$ cat config.mk
export PLATFORM = sky130hd
export DESIGN_NAME = bnp_benes_permuter
export DESIGN_NICKNAME = d
export VERILOG_FILES = /design/src/rtl/bnp_pkg.sv /design/src/rtl/bnp_swap_net.sv /design/src/rtl/bnp_stage.sv /design/src/rtl/bnp_ctl_hop.sv /design/src/rtl/bnp_benes_permuter.sv
export SDC_FILE = /design/constraint.sdc
export NUM_CORES = 1
export LEC_CHECK = 0
export BUFFER_PORTS_ARGS = -buffer_cell sky130_fd_sc_hd__clkbuf_2
export CORE_ASPECT_RATIO = 0.9
export CORE_UTILIZATION = 56
export CTS_CLUSTER_DIAMETER = 100
export CTS_CLUSTER_SIZE = 25
export DETAILED_ROUTE_END_ITERATION = 8
export HOLD_SLACK_MARGIN = 0.08
export PLACE_DENSITY = 0.76
export SLEW_MARGIN = 10
export SYNTH_ARGS = -nofsm -noshare
export SYNTH_HDL_FRONTEND = slang
export SYNTH_SLANG_ARGS = --single-unit
$ cat constraint.sdc
create_clock -name clk -period 2.2 [get_ports clk]
set_clock_uncertainty 0.1 [all_clocks]
set_input_delay 0.44 -clock clk [delete_from_list [all_inputs] [get_ports clk]]
set_output_delay 0.44 -clock clk [all_outputs]
set_load 0.05 [all_outputs]
$ cat src/rtl/bnp_pkg.sv
package bnp_pkg;

   // Stride of stage k in a network of order m: m-1 .. 0 .. m-1
   function automatic int unsigned stage_stride(int unsigned m, int unsigned k);
      return (k < m) ? (m - 1 - k) : (k - m + 1);
   endfunction

   // Lower position of pair p (p = a*2^s + b) in a stage of stride s
   function automatic int unsigned pair_lo(int unsigned s, int unsigned p);
      int unsigned a;
      int unsigned b;
      a = p >> s;
      b = p & ((32'd1 << s) - 32'd1);
      return (a << (s + 1)) + b;
   endfunction

endpackage

$ cat src/rtl/bnp_swap_net.sv
module bnp_swap_net
   import bnp_pkg::*;
#(
   parameter int unsigned M      = 4,
   parameter int unsigned STRIDE = 0,
   localparam int unsigned N     = 2 ** M,
   localparam int unsigned H     = N / 2
) (
   input  logic [N-1:0] x_in,
   input  logic [H-1:0] sel,
   output logic [N-1:0] x_out
);

   localparam int unsigned DIST = 2 ** STRIDE;

   if (STRIDE >= M) begin : g_bad_stride
      $error("bnp_swap_net: STRIDE must be below M");
   end

   logic [N-1:0] mask;

   // Each position belongs to exactly one pair, so every mask bit is written once
   always_comb begin
      mask = '0;
      for (int unsigned p = 0; p < H; p++) begin
         int unsigned lo;
         logic        y;
         lo = pair_lo(STRIDE, p);
         y  = (x_in[lo] ^ x_in[lo + DIST]) & sel[p];
         mask[lo]        = y;
         mask[lo + DIST] = y;
      end
   end

   assign x_out = x_in ^ mask;

endmodule

$ cat src/rtl/bnp_stage.sv
module bnp_stage
   import bnp_pkg::*;
#(
   parameter int unsigned M          = 4,
   parameter int unsigned STRIDE     = 0,
   parameter bit          REGISTERED = 1'b1,
   localparam int unsigned N         = 2 ** M,
   localparam int unsigned H         = N / 2
) (
   input  logic         clk,
   input  logic         rst_n,
   input  logic         d_valid,
   input  logic [N-1:0] d_data,
   input  logic [H-1:0] d_sel,
   output logic         q_valid,
   output logic [N-1:0] q_data
);

   logic [N-1:0] x_swp;

   bnp_swap_net #(
      .M      (M),
      .STRIDE (STRIDE)
   ) u_net (
      .x_in  (d_data),
      .sel   (d_sel),
      .x_out (x_swp)
   );

   if (REGISTERED) begin : g_reg
      always_ff @(posedge clk or negedge rst_n) begin
         if (!rst_n) q_valid <= 1'b0;
         else        q_valid <= d_valid;
      end

      // Datapath carries no reset; it loads only with a valid vector
      always_ff @(posedge clk) begin
         if (d_valid) q_data <= x_swp;
      end
   end else begin : g_comb
      assign q_valid = d_valid;
      assign q_data  = x_swp;
   end

endmodule

$ cat src/rtl/bnp_ctl_hop.sv
module bnp_ctl_hop #(
   parameter int unsigned W          = 8,
   parameter bit          REGISTERED = 1'b1
) (
   input  logic         clk,
   input  logic         en,
   input  logic [W-1:0] d,
   output logic [W-1:0] q
);

   if (W < 1) begin : g_bad_w
      $error("bnp_ctl_hop: W must be at least 1");
   end

   if (REGISTERED) begin : g_reg
      always_ff @(posedge clk) begin
         if (en) q <= d;
      end
   end else begin : g_comb
      assign q = d;
   end

endmodule

$ cat src/rtl/bnp_benes_permuter.sv
module bnp_benes_permuter
   import bnp_pkg::*;
#(
   parameter int unsigned M         = 4,
   parameter bit          PIPELINED = 1'b1,
   localparam int unsigned N        = 2 ** M,
   localparam int unsigned H        = N / 2,
   localparam int unsigned NSTG     = 2 * M - 1,
   localparam int unsigned CW       = NSTG * H
) (
   input  logic          clk,
   input  logic          rst_n,
   input  logic          in_valid,
   input  logic [N-1:0]  in_data,
   input  logic [CW-1:0] in_ctrl,
   output logic          out_valid,
   output logic [N-1:0]  out_data
);

   if (M < 1 || M > 10) begin : g_bad_m
      $error("bnp_benes_permuter: M must lie in 1..10");
   end

   logic [N-1:0] dat [NSTG+1];
   logic [NSTG:0] vld;

   assign dat[0] = in_data;
   assign vld[0] = in_valid;

   for (genvar k = 0; k < NSTG; k++) begin : g_stg
      localparam int unsigned RW = (NSTG - k) * H;

      // Control bits still owed to this stage and all later ones
      logic [RW-1:0] rem;

      if (k == 0) begin : g_head
         assign rem = in_ctrl;
      end else begin : g_hop
         bnp_ctl_hop #(
            .W          (RW),
            .REGISTERED (PIPELINED)
         ) u_hop (
            .clk (clk),
            .en  (vld[k-1]),
            .d   (g_stg[k-1].rem[RW+H-1:H]),
            .q   (rem)
         );
      end

      bnp_stage #(
         .M          (M),
         .STRIDE     (stage_stride(M, k)),
         .REGISTERED (PIPELINED)
      ) u_stage (
         .clk     (clk),
         .rst_n   (rst_n),
         .d_valid (vld[k]),
         .d_data  (dat[k]),
         .d_sel   (rem[H-1:0]),
         .q_valid (vld[k+1]),
         .q_data  (dat[k+1])
      );
   end

   assign out_valid = vld[NSTG];
   assign out_data  = dat[NSTG];

endmodule

==> results.md <==
- Hold crit path type: input pin to flip-flop
- Vias per Instance: between 5 and 6
- Synth cell types: 4
- Core ar.: 17100 um2
- RSZ-0062 raised after global routing: no
- Layout cells sized above 1: 40.1%
- Maximum vdd drop: 721 uV
- Final Critical Period: roughly 1.6 ns
- Total Power: a little under 10 mW
- WL per Instance: about 17 um
- Clk root buf: clkbuf_16
- Placed cells: 732
- Synth Cell Area: between 9000 and 10000 um2
- Slew Limit Headroom: approximately 40%
- PD cells: 850 nW/um2
- Post-CTS Setup Bufs: 0
- DRT iter0 DRCs: between 150 and 200
- Mapped Avg Cell Area: 24.0 um2
- Clock sinks: ~290
- #FFs+latches synth: 287
- Hold path cells: 2
- Drt drc: 0
- Initial antenna violation count: 0
- Hold_ws: roughly 0.17 ns
- Final setup violation count: 0
- Die W: around 140 um
- Switching power total: approximately 1.9 mW
- CP peak stage delay: ~0.38 ns
- TritonCTS clock tree: done
- Num CTS Buffers: 15
- CP Data Arrival Time: 1.09 ns
- Die Ht: approximately 130 um
- CP Data Required Time: approximately 1.7 ns
- Net Count, Synth: around 500
- Final slew viol count: 0
- Final period utilization: about 74%
- I/O pin count: slightly above 90
- Placed inst area: around 11000 um2
- Yosys warns: 0
- Fin area: between 10000 and 15000 um2
- Largest net degree at the start of global routing: 66
- Routed wire length: around 13 mm
- WP buf/inv: 1
- Seq/Total Area, Yosys: approximately 86%
- DR pass1 iterations: 4
- Reg2Reg Depth: 1
- Combinational fraction of design power: around 4.7%
- Outcome: completed
- Pre-CTS WS: slightly above 0.7 ns
- Vias: around 4.0k
- Grt total ovfl: 0
- Post-Route Utilization: approximately 68%
- Nets: about 640
- Num rows: 45
- Internal Power: between 7 and 8 mW
- Max Cap Viol: 0
- Slew of the pin with the lowest slew margin: 0.901 ns
- Filler instances: around 1.1k
- Switching Share: a little under a fifth
- Critical-path cell list: clkbuf_2
- Hold Fails Final Rpt: 0
- PortBufs: 91
- First-pass GRT wire length: 21.2 mm
- Die ar.: 18300 um2
- Clock transition at the registers of the reported paths: around 0.09 ns
- Synth-to-layout area growth: 16.4%
- Setup ws final: between 0.5 and 0.6 ns
- Initial Utilization: roughly 58%
- All-Layer GR Usage: roughly 15%
- DRT antenna net count: 0
- Setup TNS Final: 0 ns
- Leakage: ~4 nW
- Clk pwr share: approximately 29%
- CP max FO: 1
- Sequential power share: about two thirds
- Worst skew pair latency: roughly 0.49 ns
- Number of buffers on the longest clock path: 3
- Fin cells: 806
- H-tree depth: 1
- Family with the most delay on the worst path: flip-flops
- CP Launch Type: flip-flop
- CP endpoint kind: primary output
- WP depth: 1
- Gpl congestion: ~0.69
- Antenna cell count: 0
- Crit path kind: flip-flop to primary output
- Number of global-route vias before repair: approximately 4.2k
- Fmax: a little over 0.6 GHz
- Slowest cell on crit path: edfxtp_1
- HPWL after detailed placement: about 8.4 mm
- Mapped Cells: ~420
metal layers:
layer | vias up | global-route usage [%] | wire length (um)
li1 | 1939 | - | -
met1 | 1965 | 18.0 | 5410
met2 | 113 | 29.0 | 7060
met3 | 21 | 3.24 | 628
met4 | 0 | 3.86 | 232
met5 | - | 0 | 0
synth_stat cells:
cell        n  area, um2
mux2_2    112       1260
buf_4      16        120
edfxtp_1  280       8410
dfrtp_1     7        175
path summary, 6_finish.rpt:
| path | startpoint | endpoint | slack, ns |
|---|---|---|---|
| min in group asynchronous | rst_n | g_stg[0].u_stage.q_valid | 0.27 |
| max in group asynchronous | rst_n | g_stg[1].u_stage.q_valid | 1.48 |
| hold reg to reg | g_stg[1].g_hop.u_hop.q[9] | g_stg[2].g_hop.u_hop.q[1] | 0.31 |
| setup / recovery | g_stg[6].u_stage.q_data[13] | out_data[13] | 0.57 |
| setup reg to reg | g_stg[1].u_stage.q_valid | g_stg[3].g_hop.u_hop.q[29] | 0.72 |
| hold / removal | in_data[5] | g_stg[0].u_stage.q_data[5] | 0.17 |
cell families (layout without fill, tap and decap cells):
family                 after synthesis  after routing  synth area share, %
buffers and inverters               16            172                 1.21
flip-flops                         287            287                 86.1
multiplexers                       112            112                 12.7
cell usage in the layout (no fill, tap or decap), types with 2 or more instances in the layout:
cell	n
dfrtp_2	2
buf_4	5
dfrtp_1	5
clkbuf_2	91
edfxtp_1	280
clkbuf_16	15
clkbuf_1	8
buf_12	2
mux2_2	112
dlygate4sd3_1	49
registers in the layout, indices dropped and copies added, names as in the netlist:
register	cells
g_stg.u_stage.q_valid	7
g_stg.u_stage.q_data	112
g_stg.g_hop.u_hop.q	168
repair_timing:
item	in CTS	in global routing
resized for setup	0	0
hold endpoints to repair	55	0
hold buffers	49	0
power by group through the flow:
stage,Combinational (mW),Clock (mW),Sequential (mW)
floorplan,0.190,0,6.65
global placement,0.378,0,6.65
detailed placement,0.390,0,6.68
CTS,0.464,2.94,6.55
global route,0.498,3.11,6.59
finish,0.462,2.85,6.55
final cells by class:
| cell class | instances | area [um2] | area share, % |
|---|---|---|---|
| flip-flops and latches | 287 | 8590 | 74.0 |
| multi-input cells | 112 | 1260 | 10.9 |
| repair buffers | 147 | 1020 | 8.83 |
| clock buffers | 23 | 405 | 3.50 |
| well taps | 235 | 294 | 2.54 |
| clock inverters | 2 | 25.0 | 0.216 |
Note: power is estimated with default switching activity, not from simulation.
